## config.mk

```make
export PLATFORM = sky130hd
export DESIGN_NAME = buck_cycle_ctrl
export DESIGN_NICKNAME = d
export VERILOG_FILES = /design/src/rtl/buck_ctrl_pkg.sv /design/src/rtl/buck_cycle_timer.sv /design/src/rtl/buck_hs_sequencer.sv /design/src/rtl/buck_gate_driver.sv /design/src/rtl/buck_cycle_ctrl.sv
export SDC_FILE = /design/constraint.sdc
export NUM_CORES = 1
export LEC_CHECK = 0
export BUFFER_PORTS_ARGS = -buffer_cell sky130_fd_sc_hd__buf_2
export CORE_MARGIN = 5
export CORE_UTILIZATION = 40
export CTS_CLUSTER_SIZE = 16
export DETAILED_ROUTE_END_ITERATION = 8
export GPL_TIMING_DRIVEN = 0
export PLACE_DENSITY = 0.69
export SETUP_SLACK_MARGIN = 0.4
export SLEW_MARGIN = 20
export SYNTH_ARGS = -nofsm -noshare
export SYNTH_HDL_FRONTEND = slang
export SYNTH_SLANG_ARGS = --single-unit
```

## constraint.sdc

```tcl
create_clock -name clk -period 5.4 [get_ports clk]
set_clock_uncertainty 0.15 [all_clocks]
set_input_delay 0.27 -clock clk [delete_from_list [all_inputs] [get_ports clk]]
set_output_delay 0.27 -clock clk [all_outputs]
set_load 0.01 [all_outputs]
```

## src/rtl/buck_ctrl_pkg.sv

```systemverilog
package buck_ctrl_pkg;

  // High-side request sequencer states
  typedef enum logic {
    HS_IDLE = 1'b0,
    HS_REQ  = 1'b1
  } hs_state_e;

  // Registered pair of gate enables
  typedef struct packed {
    logic hs;
    logic ls;
  } gate_pair_t;

endpackage

```

## src/rtl/buck_cycle_timer.sv

```systemverilog
module buck_cycle_timer
  import buck_ctrl_pkg::*;
#(
  parameter int CNT_W     = 8,
  parameter int FOLD_MULT = 4
) (
  input  logic             clk,
  input  logic             rst_n,
  input  logic [CNT_W-1:0] period_cfg,
  input  logic             fb_low,
  output logic             tick
);

  localparam int FOLD_SH   = $clog2(FOLD_MULT);
  localparam int LEN_W     = CNT_W + FOLD_SH + 1;
  localparam bit FOLD_POW2 = (FOLD_MULT == (1 << FOLD_SH));

  logic [LEN_W-1:0] base_len;
  logic [LEN_W-1:0] fold_len;
  logic [LEN_W-1:0] sel_len;
  logic [LEN_W-1:0] rem_q;
  logic [LEN_W-1:0] rem_d;

  assign base_len = LEN_W'(period_cfg);

  generate
    if (FOLD_POW2) begin : g_fold_shift
      assign fold_len = base_len << FOLD_SH;
    end else begin : g_fold_mult
      assign fold_len = base_len * LEN_W'(FOLD_MULT);
    end
  endgenerate

  // Length of the next cycle is fixed at its start
  assign sel_len = fb_low ? fold_len : base_len;
  assign tick    = (rem_q == '0);

  always_comb begin
    if (tick) begin
      rem_d = sel_len - LEN_W'(1);
    end else begin
      rem_d = rem_q - LEN_W'(1);
    end
  end

  always_ff @(posedge clk or negedge rst_n) begin
    if (!rst_n) begin
      rem_q <= '0;
    end else begin
      rem_q <= rem_d;
    end
  end

endmodule

```

## src/rtl/buck_hs_sequencer.sv

```systemverilog
module buck_hs_sequencer
  import buck_ctrl_pkg::*;
#(
  parameter int CNT_W = 8
) (
  input  logic             clk,
  input  logic             rst_n,
  input  logic             tick,
  input  logic             valley_over,
  input  logic             peak_hit,
  input  logic             hs_on,
  input  logic [CNT_W-1:0] min_on_cfg,
  output logic             hs_req
);

  hs_state_e        state_q;
  hs_state_e        state_d;
  logic [CNT_W-1:0] on_cnt_q;
  logic [CNT_W-1:0] on_cnt_d;
  logic             on_cnt_en;
  logic             min_met;
  logic             term;

  // Current cycle counts toward the minimum on-time
  assign min_met = ({1'b0, on_cnt_q} + (CNT_W+1)'(1)) >= {1'b0, min_on_cfg};
  assign term    = (state_q == HS_REQ) && hs_on && peak_hit && min_met;
  assign hs_req  = (state_q == HS_REQ) && !term;

  always_comb begin
    state_d   = state_q;
    on_cnt_d  = on_cnt_q;
    on_cnt_en = 1'b0;
    case (state_q)
      HS_IDLE: begin
        // Valley sampled at the cycle boundary decides the skip
        if (tick && !valley_over) begin
          state_d   = HS_REQ;
          on_cnt_d  = '0;
          on_cnt_en = 1'b1;
        end
      end
      HS_REQ: begin
        if (term) begin
          state_d = HS_IDLE;
        end else if (hs_on && (on_cnt_q != '1)) begin
          on_cnt_d  = on_cnt_q + CNT_W'(1);
          on_cnt_en = 1'b1;
        end
      end
      default: state_d = HS_IDLE;
    endcase
  end

  always_ff @(posedge clk or negedge rst_n) begin
    if (!rst_n) begin
      state_q <= HS_IDLE;
    end else begin
      state_q <= state_d;
    end
  end

  always_ff @(posedge clk or negedge rst_n) begin
    if (!rst_n) begin
      on_cnt_q <= '0;
    end else if (on_cnt_en) begin
      on_cnt_q <= on_cnt_d;
    end
  end

endmodule

```

## src/rtl/buck_gate_driver.sv

```systemverilog
module buck_gate_driver
  import buck_ctrl_pkg::*;
#(
  parameter int DEAD_CYC = 2
) (
  input  logic clk,
  input  logic rst_n,
  input  logic hs_req,
  input  logic rev_cut,
  output logic hs_en,
  output logic ls_en
);

  localparam int GAP_W = $clog2(DEAD_CYC + 1);

  gate_pair_t       gate_q;
  gate_pair_t       gate_d;
  logic [GAP_W-1:0] gap_q;
  logic [GAP_W-1:0] gap_d;
  logic             gap_en;
  logic             gap_ok;

  assign gap_ok = (gap_q >= GAP_W'(DEAD_CYC - 1));

  always_comb begin
    gate_d = gate_q;
    gap_d  = gap_q;
    gap_en = 1'b0;
    if (gate_q.hs) begin
      if (!hs_req) begin
        gate_d.hs = 1'b0;
        gap_d     = '0;
        gap_en    = 1'b1;
      end
    end else if (gate_q.ls) begin
      if (hs_req || rev_cut) begin
        gate_d.ls = 1'b0;
        gap_d     = '0;
        gap_en    = 1'b1;
      end
    end else begin
      // Both off: count dead time, then hand over
      if (gap_q != GAP_W'(DEAD_CYC)) begin
        gap_d  = gap_q + GAP_W'(1);
        gap_en = 1'b1;
      end
      if (gap_ok) begin
        if (hs_req) begin
          gate_d.hs = 1'b1;
        end else if (!rev_cut) begin
          gate_d.ls = 1'b1;
        end
      end
    end
  end

  always_ff @(posedge clk or negedge rst_n) begin
    if (!rst_n) begin
      gate_q <= '0;
    end else begin
      gate_q <= gate_d;
    end
  end

  always_ff @(posedge clk or negedge rst_n) begin
    if (!rst_n) begin
      gap_q <= '0;
    end else if (gap_en) begin
      gap_q <= gap_d;
    end
  end

  assign hs_en = gate_q.hs;
  assign ls_en = gate_q.ls;

endmodule

```

## src/rtl/buck_cycle_ctrl.sv

```systemverilog
module buck_cycle_ctrl
  import buck_ctrl_pkg::*;
#(
  parameter int CNT_W     = 8,
  parameter int FOLD_MULT = 4,
  parameter int DEAD_CYC  = 2
) (
  input  logic             clk,
  input  logic             rst_n,
  input  logic [CNT_W-1:0] period_cfg,
  input  logic [CNT_W-1:0] min_on_cfg,
  input  logic             peak_hit,
  input  logic             valley_over,
  input  logic             reverse_over,
  input  logic             fb_low,
  output logic             hs_en,
  output logic             ls_en,
  output logic             cycle_start
);

  logic tick;
  logic hs_req;

  buck_cycle_timer #(
    .CNT_W     (CNT_W),
    .FOLD_MULT (FOLD_MULT)
  ) timer_i (
    .clk        (clk),
    .rst_n      (rst_n),
    .period_cfg (period_cfg),
    .fb_low     (fb_low),
    .tick       (tick)
  );

  buck_hs_sequencer #(
    .CNT_W (CNT_W)
  ) seq_i (
    .clk         (clk),
    .rst_n       (rst_n),
    .tick        (tick),
    .valley_over (valley_over),
    .peak_hit    (peak_hit),
    .hs_on       (hs_en),
    .min_on_cfg  (min_on_cfg),
    .hs_req      (hs_req)
  );

  buck_gate_driver #(
    .DEAD_CYC (DEAD_CYC)
  ) gate_i (
    .clk     (clk),
    .rst_n   (rst_n),
    .hs_req  (hs_req),
    .rev_cut (reverse_over),
    .hs_en   (hs_en),
    .ls_en   (ls_en)
  );

  assign cycle_start = tick;

endmodule

```

Word-level counts from Yosys, hierarchy flattened
Cells that the tools add are included.

$add $sub $neg: 5. Order comparisons: 2. Equality and inequality tests: 7. Multiplexer cells: 30. Bitwise operators: 1. Reduce and logical (&&, ||, !) cells: 13.

Operators by type and width (count): $mux 8 (3); $sub 11x1->11 const B (2); $mux 1 (16); $pmux 8 s2 (1); $mux 2 (6); $logic_not 11->1 (1); $mux 11 (1); $mux 10 (1); $add 8x1->9 const B (1); $ge 9x8->1 (1); $add 8x1->8 const B (1); $ne 2x2->1 const B (4); $ne 8x8->1 const B (1); $reduce_and 4->1 (2); $logic_and 1x1->1 (6); $pmux 1 s2 (2); $ne 3x2->1 const B (1); $reduce_bool 3->1 (1); $add 2x1->2 const B (1); $ge 2x1->1 const B (1); $logic_not 1->1 (2); $ne 2x1->1 const B (1); $logic_or 1x1->1 (1); $not 1->1 (1).

Register bits: 24. Output and inout port bits: 3. Logic and storage cells: 64.

Longest topological paths before layout
Gate-level depths: netlist of run 1.

Depth in word-level cells: 10. Gate-level depth with buffers: 10.

Hierarchy
A second synthesis of run 1 with hierarchy kept.

Cells, all modules: 187. Area total of the unflattened synthesis: 1826.8 um2.

By module, submodules not included: buck_cycle_timer (times used 1, cells an instance 79, area an instance 818.3 um2); buck_hs_sequencer (times used 1, cells an instance 85, area an instance 783.3 um2); buck_gate_driver (times used 1, cells an instance 23, area an instance 225.2 um2).

Worst setup path before layout of run 1
No wires, ideal clock.

Path kind: register to register. From: register seq_i.on_cnt_q[0]. To: register seq_i.on_cnt_q[0]. Data arrival time: 2.577 ns. Data required time: 5.125 ns. Slack: 2.548 ns. Cell stages (with the launch flop): 11. Buffers on the path: 0. Period minus slack after synthesis: 2.852 ns. Cell sequence: dfrtp_1 ha_1 nand2_1 nor2_1 xnor2_1 ha_1 nand4_1 o311a_1 or3_4 o211ai_4 mux2_4.

Longest elaborated chain between the ends: 6. Elaborated cells on any way between the ends: 15. Classes of those cells: add/sub (2); order compare (1); eq/ne (3); mux (6); reduce/logical (3).

RTL lines: from (decl) (RTL line buck_hs_sequencer.sv:18) `logic [CNT_W-1:0] on_cnt_q;`; from (signal assigned) (RTL line buck_hs_sequencer.sv:66) `on_cnt_q <= on_cnt_d;`; $add 8x1->9 / $ne 8x8->1 (equally long branches) (RTL line buck_hs_sequencer.sv:25, buck_hs_sequencer.sv:45); $ge 9x8->1 / $logic_and 1x1->1 (equally long branches) (RTL line buck_hs_sequencer.sv:25, buck_hs_sequencer.sv:45); $logic_and 1x1->1 / $mux 1 (equally long branches) (RTL line buck_hs_sequencer.sv:26, buck_hs_sequencer.sv:45); $mux 1 (RTL line buck_hs_sequencer.sv:43) `if (term) begin`; $pmux 1 s2 (RTL line buck_hs_sequencer.sv:33) `case (state_q)`; $reduce_and 4->1 (no source line).

Parallel ways exist; a longest one is shown, timed or not. The select of a mux whose other input is x is not followed. A chain may end at the register's enable or synchronous reset.

Worst setup path in the final report of run 1
Same ends and word-level chain as after synthesis.

==> metrics.yaml, run 1 <==
tightest_slew_ns: 0.519
layout_commonest_cell: "buf_2"
setup_viol: 0
clkPwrFrac_pct: 12.7
layout.nets: 249
layout-drive-gt1-share_pct: 19.2
initial_core_util_pct: 40.7
synthArstFlopShare_pct: 100
critPathCaptureType: "flip-flop"
place_congestion: 0.817
ioPinCount: 25
swShare_pct: 42.5
grt_pass1_vias: 1362
setup_tns_ns: 0
outcome: "completed"
crit_fanout: 8
p_total_uw: 787
start_kind: "flip-flop"
layout_setup_ws_ns: 2.33
grt_pass1_wl_um: 5960
diodes: 0
holdWs_ns: 0.0932
whs_endpoint: "timer_i.rem_q[0]"
routed_wl_um: 3350
h-tree-depth: 1
coreArea_mm2: 0.00432
postRouteAntennaNets: 0
pre_cts_ws_ns: 2.33
hold_depth: 2
ys.warnings.count: 0
clkTransAtPathRegs_ns: 0.07
internal-power_uw: 453
slew_violations: 0
cts_tree: "done"
n_fill_cell: 454
r2r_start: "seq_i.on_cnt_q[0]"
ys_ff_latch: 24
most-common-layout-cells: "buf_2 (25), dfrtp_1 (24), inv_1 (23)"
vdd_drop_max_uv: 195
drtIter0Drc: 32
vias_per_cell: 5.23
worst_r2r_path_depth: 10
syn_to_final_growth_pct: 13.1
clock-sinks: 24
dr.pass1.iters: 4
die_h_um: 76.3
worstHoldPathType: "in2reg"
insertion_delay_ns: 0.26
rows: 24
dp_hpwl_um: 2700
r2r_setup_slack_ns: 2.33
ys_types: 46
path_class: "reg2reg"
grt_antenna_before_repair: 0
crit_arrival_ns: 3.07
clock_tree.root_cell: "clkbuf_8"
port_buffers: 23
die_x_um: 76.3
hold_viol: 0
pwr-share-seq_pct: 42.5
synth.net_count: 220
p_leak_nw: 0.968
via_count: 1386
grt_max_degree: 25
avgRoutedWirePerCell_um: 12.6
period_minus_slack_ns: 3.07
clock.fmax_ghz: 0.326
hold_start: "period_cfg[0]"
syn_area_per_cell_um2: 9.46
cts_buffer_depth: 2
cp.required_ns: 5.40
slew_headroom_pct: 65.4
worstReg2RegEnd: "seq_i.on_cnt_q[0]"
power_density_mw_per_mm2: 395
rsz0062_at_grt: "false"
synth-edff-count: 0
overflow: 0
comb_power_share_pct: 44.8
cts_buffers: 3
post-route-util_pct: 46.1
drc: 0
seq_area_frac_synth_pct: 34.1
dieArea_mm2: 0.00583
synth_area_mm2: 0.00176
post-route-period-util_pct: 56.9
synthFlopType: "dfrtp_1"
max_cap_violations: 0
track_usage_pct: 11.9
power_switching_uw: 334
postSynthCellCount: 186
logic make-up after synthesis:
family	count (synthesis)	share of synthesized area [%]
flip-flops	24	34.1
buffers and inverters	26	5.69
AO/OA/AOI/OAI	31	14.4
AND/OR/NAND/NOR	62	20.4
multiplexers	15	8.88
adder cells (fa/ha/maj)	12	8.53
XOR/XNOR	16	7.96
per-layer routing:
layer / track usage (%) / vias up / share of wire, %
met2: 20.2 / 25 / 46
met1: 15.2 / 643 / 49
met5: 0 / - / 0
li1: - / 714 / -
met4: 3.67 / 0 / 1.1
met3: 2.01 / 4 / 3.9
state kept, by name (all words and copies together) (netlist names):
name	cells
timer_i.rem_q	11
gate_i.hs_en	1
gate_i.gap_q	2
seq_i.state_q	1
gate_i.ls_en	1
seq_i.on_cnt_q	8
power by group through the flow:
| stage | Clock (mW) | Sequential [mW] | Combinational, mW |
|---|---|---|---|
| finish | 0.100 | 0.334 | 0.353 |
| global route | 0.112 | 0.347 | 0.402 |
| CTS | 0.105 | 0.334 | 0.357 |
| detailed placement | 0 | 0.337 | 0.355 |
| global placement | 0 | 0.334 | 0.346 |
| floorplan | 0 | 0.320 | 0.280 |
what timing repair did:
action | 4_1_cts | 5_1_grt
buffers inserted | 0 | 0
resized for setup | 0 | 0
endpoints found under the hold margin | 24 | 0
setup endpoints to repair | 0 | 0
hold buffers | 1 | 0
critical path, cell delays in order (launching register included):
cell	delay, ns
dfrtp_1	0.45
ha_1	0.27
nand2_1	0.14
nor2_1	0.07
xnor2_1	0.14
ha_1	0.32
nand4_1	0.10
o311a_1	0.40
or3_4	0.39
o211ai_4	0.18
mux2_4	0.33
how the worst max path moves through the flow:
stage                           start                 to  slack (ns)  cells after the start
floorplan           seq_i.on_cnt_q[0]  seq_i.on_cnt_q[0]        2.55                     10
global placement    seq_i.on_cnt_q[0]  seq_i.on_cnt_q[0]        2.34                     10
detailed placement  seq_i.on_cnt_q[0]  seq_i.on_cnt_q[0]        2.33                     10
CTS                 seq_i.on_cnt_q[0]  seq_i.on_cnt_q[0]        2.31                     10
global route        seq_i.on_cnt_q[0]  seq_i.on_cnt_q[0]        2.19                     10
finish              seq_i.on_cnt_q[0]  seq_i.on_cnt_q[0]        2.33                     10
Yosys cell counts (2+ instances only):
| master | number | area [um^2] |
|---|---|---|
| a211oi_1 | 2 | 15.0 |
| a21oi_1 | 7 | 35.0 |
| a31oi_1 | 4 | 25.0 |
| buf_2 | 2 | 10.0 |
| dfrtp_1 | 24 | 601 |
| ha_1 | 12 | 150 |
| inv_1 | 23 | 86.3 |
| mux2i_1 | 13 | 130 |
| nand2_1 | 14 | 52.6 |
| nand3_1 | 7 | 35.0 |
| nand3_2 | 2 | 20.0 |
| nand4_1 | 3 | 18.8 |
| nor2_1 | 17 | 63.8 |
| nor3_1 | 3 | 15.0 |
| nor4_1 | 3 | 18.8 |
| nor4_4 | 2 | 42.5 |
| o22ai_1 | 2 | 12.5 |
| o2bb2ai_1 | 2 | 17.5 |
| o31a_1 | 3 | 26.3 |
| xnor2_1 | 8 | 70.1 |
| xor2_1 | 8 | 70.1 |
cell type report:
cell class / instances / area [um^2] / share of cell area (%)
clock buffers: 3 / 41.3 / 2.07
inverters: 23 / 86.3 / 4.33
plain buffers: 3 / 13.8 / 0.691
repair buffers: 24 / 125 / 6.28
multi-input cells: 136 / 1060 / 53.2
well taps: 52 / 65.1 / 3.27
flip-flops and latches: 24 / 601 / 30.2
stage by stage:
step | instances | area, um^2
final | 265 | 1990
after floorplan | 186 | 1760
after CTS | 265 | 1990
after detailed placement | 261 | 1940
after global routing | 265 | 1990
after global placement | 261 | 1940
(Power assumes the default switching activity.)
==> run 2: changes to the inputs <==
==> constraint.sdc (replaced) <==
create_clock -name clk -period 3.2 [get_ports clk]
set_clock_uncertainty 0.15 [all_clocks]
set_input_delay 0.16 -clock clk [delete_from_list [all_inputs] [get_ports clk]]
set_output_delay 0.16 -clock clk [all_outputs]
set_load 0.01 [all_outputs]
==> metrics.yaml, run 2 (same netlist as run 1, synthesis figures left out) <==
syn_to_final_growth_pct: 23.3
tightest_slew_ns: 0.552  # +0.0337 ns
timing.critical_path.cells: "buf_6 > nand2_2 > nor2_1 > xnor2_1 > ha_1 > nand4_1 > o311a_1 > or3_4 > o211ai_4 > mux2_4"
ioPinCount: 25  # unchanged
die_h_um: 76.3  # unchanged
track_usage_pct: 12.9  # +1.1 points
grt_max_degree: 25  # unchanged
dieArea_mm2: 0.00583  # unchanged
largest_register_ffs: 11  # unchanged
rsz0062_at_grt: "true"
drtIter0Drc: 74  # +130%
r2r_start: "seq_i.on_cnt_q[0]"
most-common-layout-cells: "buf_2 (25), inv_1 (23), dfrtp_1 (20)"
max_cap_violations: 0  # unchanged
insertion_delay_ns: 0.27  # about the same
layout_commonest_cell: "buf_2"
vdd_drop_max_uv: 443  # +130%
r2r_setup_slack_ns: 0.45  # -1.88 ns
hold_start: "reverse_over"
outcome: "completed"
endpoint: "seq_i.on_cnt_q[0]"
swShare_pct: 40.4  # -2.0 points
reg.largest.list: "timer_i.rem_q (11), seq_i.on_cnt_q (8), gate_i.gap_q (2)"
comb_power_share_pct: 43.6  # -1.2 points
pwr-share-seq_pct: 38.5  # -4.0 points
slowest_delay_ns: 0.45  # about the same
clkTransAtPathRegs_ns: 0.09  # +0.02 ns
path_class: "reg2reg"
slew_violations: 0  # unchanged
post-route-util_pct: 50.2  # +4.1 points
pre_cts_ws_ns: 0.163  # -2.16 ns
port_buffers: 23  # unchanged
seqCellArea_um2: 606  # +0.83%
critPathTopFamily: "simple AND/OR/NAND/NOR gates"
cp.required_ns: 3.21  # -2.19 ns
hold_viol: 0  # unchanged
overflow: 0  # unchanged
place_congestion: 0.834  # +2.0%
p_leak_nw: 1.04  # +7.4%
path_buf_inv: 1  # +1
grt_pass1_wl_um: 6360  # +6.7%
drc: 0  # unchanged
vias_per_cell: 5.25  # +0.47%
diodes: 0  # unchanged
cts_buffers: 3  # unchanged
coreArea_mm2: 0.00432  # unchanged
layout_setup_ws_ns: 0.450  # -1.88 ns
worst_r2r_path_depth: 10  # unchanged
clock-sinks: 24  # unchanged
start_kind: "flip-flop"
grt_antenna_before_repair: 0  # unchanged
layout-drive-gt1-share_pct: 27.4  # +8.1 points
via_count: 1445  # +4.3%
regMostFlops: "timer_i.rem_q"
crit_cells: 10  # unchanged
critPathCaptureType: "flip-flop"
setup.worst_path.start: "seq_i.on_cnt_q[0]"
clock.fmax_ghz: 0.364  # +12%
post-route-period-util_pct: 85.9  # +29 points
cts_buffer_depth: 2  # unchanged
p_total_mw: 1.48  # +89%
dp_hpwl_um: 2800  # +3.6%
slowest_stage: "dfrtp_2"
die_x_um: 76.3  # unchanged
crit_fanout: 5  # -3
multi_input_area_mm2: 0.00112  # +5.4%
routed_wl_um: 3690  # +10%
slew_headroom_pct: 63.2  # -2.2 points
setup_tns_ns: 0  # unchanged
postRouteAntennaNets: 0  # unchanged
rows: 24  # unchanged
grt_pass1_vias: 1428  # +4.8%
initial_core_util_pct: 40.7  # unchanged
power_density_mw_per_mm2: 684  # +73%
avgRoutedWirePerCell_um: 13.4  # +6.1%
h-tree-depth: 1  # unchanged
internal-power_uw: 884  # +95%
n_fill_cell: 418  # -7.9%
dr.pass1.iters: 4  # unchanged
worstReg2RegEnd: "seq_i.on_cnt_q[0]"
holdWs_ns: 0.0833  # -0.00994 ns
worstHoldPathType: "in2reg"
crit_arrival_ns: 2.76  # -0.31 ns
period_minus_slack_ns: 2.75  # -0.321 ns
clock_tree.root_cell: "clkbuf_8"
power_switching_uw: 600  # +80%
layout.nets: 258  # +3.6%
setup_viol: 0  # unchanged
clkPwrFrac_pct: 17.9  # +5.2 points
cts_tree: "done"
-- run 2: cell count changes in the layout (fill, tap and decap cells not counted), moves of 2 or more --
cell     delta
xnor2_2     +2
dfrtp_1     -4
xnor2_1     -2
nand2_1     -2
dfrtp_2     +4
buf_4       +6
-- run 2: layout make-up --
class	instances	share of cell area [%]
Multi-Input combinational cell	136	51.5
Buffer	3	0.634
Tap cell	52	3.00
Clock inverter	1	1.38
Sequential cell	24	27.9
Timing Repair Buffer	33	9.74
Clock buffer	3	1.90
Inverter	23	3.98
-- run 2: what timing repair did --
action / 4_1_cts / 5_1_grt
pin swaps: 2 / 9
endpoints found under the hold margin: 25 / 0
gates resized for setup: 1 / 13
hold buffers: 2 / 0
setup buffers: 4 / 4
endpoints found under the setup margin: 8 / 8
-- run 2: tightest hold or removal path, cell delays in order --
cell and delay, ns:
buf_2 0.08, nor2_1 0.05, o22a_1 0.17
-- run 2: how the worst min path moves through the flow --
stage | to | cells after the start
6_report | gate_i.ls_en | 3
5_1_grt | gate_i.ls_en | 3
4_1_cts | gate_i.ls_en | 3
3_5_place_dp | gate_i.gap_q[1] | 1
3_3_place_gp | gate_i.gap_q[1] | 1
2_1_floorplan | gate_i.gap_q[0] | 0
-- run 2: per-stage QoR --
| stage | std cells | area [um^2] |
|---|---|---|
| floorplan | 186 | 1770 |
| global placement | 261 | 1950 |
| detailed placement | 261 | 1950 |
| CTS | 271 | 2080 |
| global route | 275 | 2170 |
| finish | 275 | 2170 |
-- run 2: power groups by stage --
stage | Sequential, mW | Clock [mW] | Combinational (mW)
after floorplan | 0.541 | 0 | 0.473
after global placement | 0.562 | 0 | 0.587
after detailed placement | 0.567 | 0 | 0.604
after CTS | 0.560 | 0.274 | 0.625
after global routing | 0.589 | 0.285 | 0.738
final | 0.571 | 0.265 | 0.648
-- run 2: routing by layer --
layer / GRT usage (%) / part of all wire (%)
met3: 2.25 / 3.3
met2: 22.3 / 48
met5: 0 / 0
met4: 2.97 / 0.38
met1: 16.8 / 48
==> run 3: changes to the inputs <==
--- a/config.mk
+++ b/config.mk
@@ -6,6 +6,7 @@
 export NUM_CORES = 1
 export LEC_CHECK = 0
 export BUFFER_PORTS_ARGS = -buffer_cell sky130_fd_sc_hd__buf_2
+export CORE_ASPECT_RATIO = 1.75
 export CORE_MARGIN = 5
 export CORE_UTILIZATION = 40
 export CTS_CLUSTER_SIZE = 16
==> metrics.yaml, run 3 (same netlist as run 1, synthesis figures left out) <==
clock-sinks: 24  # unchanged
cts_tree: "done"
cts_buffers: 3  # unchanged
clock_tree.root_cell: "clkbuf_8"
coreArea_mm2: 0.00432  # unchanged
hold_viol: 0  # unchanged
post-route-period-util_pct: 86.3  # +0.41 points
largest_register_ffs: 11  # unchanged
track_usage_pct: 13.3  # +0.42 points
period_minus_slack_ns: 2.76  # +0.0131 ns
slew_violations: 0  # unchanged
max_cap_violations: 0  # unchanged
postRouteAntennaNets: 0  # unchanged
slew_headroom_pct: 64.4  # +1.2 points
initial_core_util_pct: 40.7  # unchanged
die_h_um: 97.8  # +28%
port_buffers: 23  # unchanged
rsz0062_at_grt: "true"
h-tree-depth: 1  # unchanged
syn_to_final_growth_pct: 21.5
grt_max_degree: 25  # unchanged
die_x_um: 60.2  # -21%
p_total_mw: 1.42  # -4.0%
setup_tns_ns: 0  # unchanged
layout_setup_ws_ns: 0.437  # -0.0131 ns
dr.pass1.iters: 4  # unchanged
power_density_mw_per_mm2: 666  # -2.6%
drtIter0Drc: 52  # -30%
regMostFlops: "timer_i.rem_q"
timing.critical_path.cells: "ha_4 > nand2_4 > nor2_4 > xnor2_2 > ha_1 > nand4_1 > o311a_1 > or3_4 > o211ai_4 > mux2_4"
slowest_delay_ns: 0.44  # about the same
diodes: 0  # unchanged
rows: 32  # +33%
path_buf_inv: 0  # -1
most-common-layout-cells: "buf_2 (25), inv_1 (23), dfrtp_1 (22)"
tightest_slew_ns: 0.534  # -0.0181 ns
ioPinCount: 25  # unchanged
clock.fmax_ghz: 0.362  # -0.47%
overflow: 0  # unchanged
grt_pass1_wl_um: 6130  # -3.6%
outcome: "completed"
routed_wl_um: 3760  # +2.0%
layout.nets: 259  # +0.39%
critPathCaptureType: "flip-flop"
grt_pass1_vias: 1458  # +2.1%
reg.largest.list: "timer_i.rem_q (11), seq_i.on_cnt_q (8), gate_i.gap_q (2)"
dieArea_mm2: 0.00588  # +0.90%
insertion_delay_ns: 0.27  # about the same
vdd_drop_max_uv: 319  # -28%
setup_viol: 0  # unchanged
layout_commonest_cell: "buf_2"
crit_arrival_ns: 2.77  # about the same
cts_buffer_depth: 2  # unchanged
cp.required_ns: 3.21  # about the same
drc: 0  # unchanged
via_count: 1485  # +2.8%
clkTransAtPathRegs_ns: 0.08  # about the same
start_kind: "flip-flop"
p_leak_nw: 1.03  # -1.1%
layout-drive-gt1-share_pct: 26.3  # -1.0 points
crit_fanout: 3  # -2
critPathTopFamily: "simple AND/OR/NAND/NOR gates"
dp_hpwl_um: 2890  # +3.1%
place_congestion: 0.861  # +3.3%
path_class: "reg2reg"
avgRoutedWirePerCell_um: 13.7  # +2.0%
vias_per_cell: 5.40  # +2.8%
slowest_stage: "dfrtp_2"
grt_antenna_before_repair: 0  # unchanged
pre_cts_ws_ns: 0.171  # +0.00781 ns
worstHoldPathType: "in2reg"
-- run 3: routing by layer --
metal	up-vias	share of wire, %	track usage (%)
met5	-	0	0
met4	0	2.8	7.51
met3	9	5.1	1.98
met2	39	55	23.8
met1	696	37	14.0
li1	741	-	-
-- run 3: final cells by class --
cell class,instances,area [um^2]
clock buffers,4,55.1
flip-flops and latches,24,603
fillers,421,2180
repair buffers,34,210
well taps,51,63.8
inverters,23,86.3
multi-input cells,136,1110
plain buffers,3,13.8
-- run 3: power breakdown --
part,switching (mW),internal (mW),total [mW]
clock,0.0978,0.110,0.208
combinational,0.350,0.299,0.649
sequential,0.154,0.414,0.568
total,0.602,0.823,1.42
-- run 3: final timing paths --
kind	slack (ns)	from	depth (start not counted)	to
worst max register to register	0.44	seq_i.on_cnt_q[0]	10	seq_i.on_cnt_q[0]
max in group asynchronous	2.27	rst_n	2	seq_i.on_cnt_q[0]
worst min register to register	0.34	timer_i.rem_q[10]	1	timer_i.rem_q[10]
worst max-delay path	0.44	seq_i.on_cnt_q[0]	10	seq_i.on_cnt_q[0]
worst min-delay path	0.08	reverse_over	3	gate_i.ls_en
min in group asynchronous	0.24	rst_n	2	gate_i.gap_q[1]
-- run 3: worst register-to-register path, cell delays in order, from the launching register on --
cell and delay (ns):
dfrtp_2 0.44, ha_4 0.18, nand2_4 0.09, nor2_4 0.04, xnor2_2 0.15, ha_1 0.31, nand4_1 0.09, o311a_1 0.39
or3_4 0.39, o211ai_4 0.11, mux2_4 0.32
-- run 3: repair_timing --
| action | CTS | global route |
|---|---|---|
| pin swaps | 3 | 5 |
| hold buffers | 2 | 0 |
| cloned | 0 | 0 |
| endpoints found under the hold margin | 25 | 0 |
| endpoints found under the setup margin | 8 | 8 |
| setup buffers | 5 | 4 |
| gates resized for setup | 5 | 7 |
-- run 3: stage by stage --
stage | area [um^2] | std cells | hold WS, ns | utilization (%)
floorplan | 1770 | 186 | -0.286 | -
global placement | 1940 | 260 | 0.0276 | 45.0
detailed placement | 1940 | 260 | 0.0245 | 45.0
CTS | 2080 | 271 | 0.0812 | 48.1
global route | 2140 | 275 | 0.0896 | 49.5
finish | 2140 | 275 | 0.0834 | 49.5
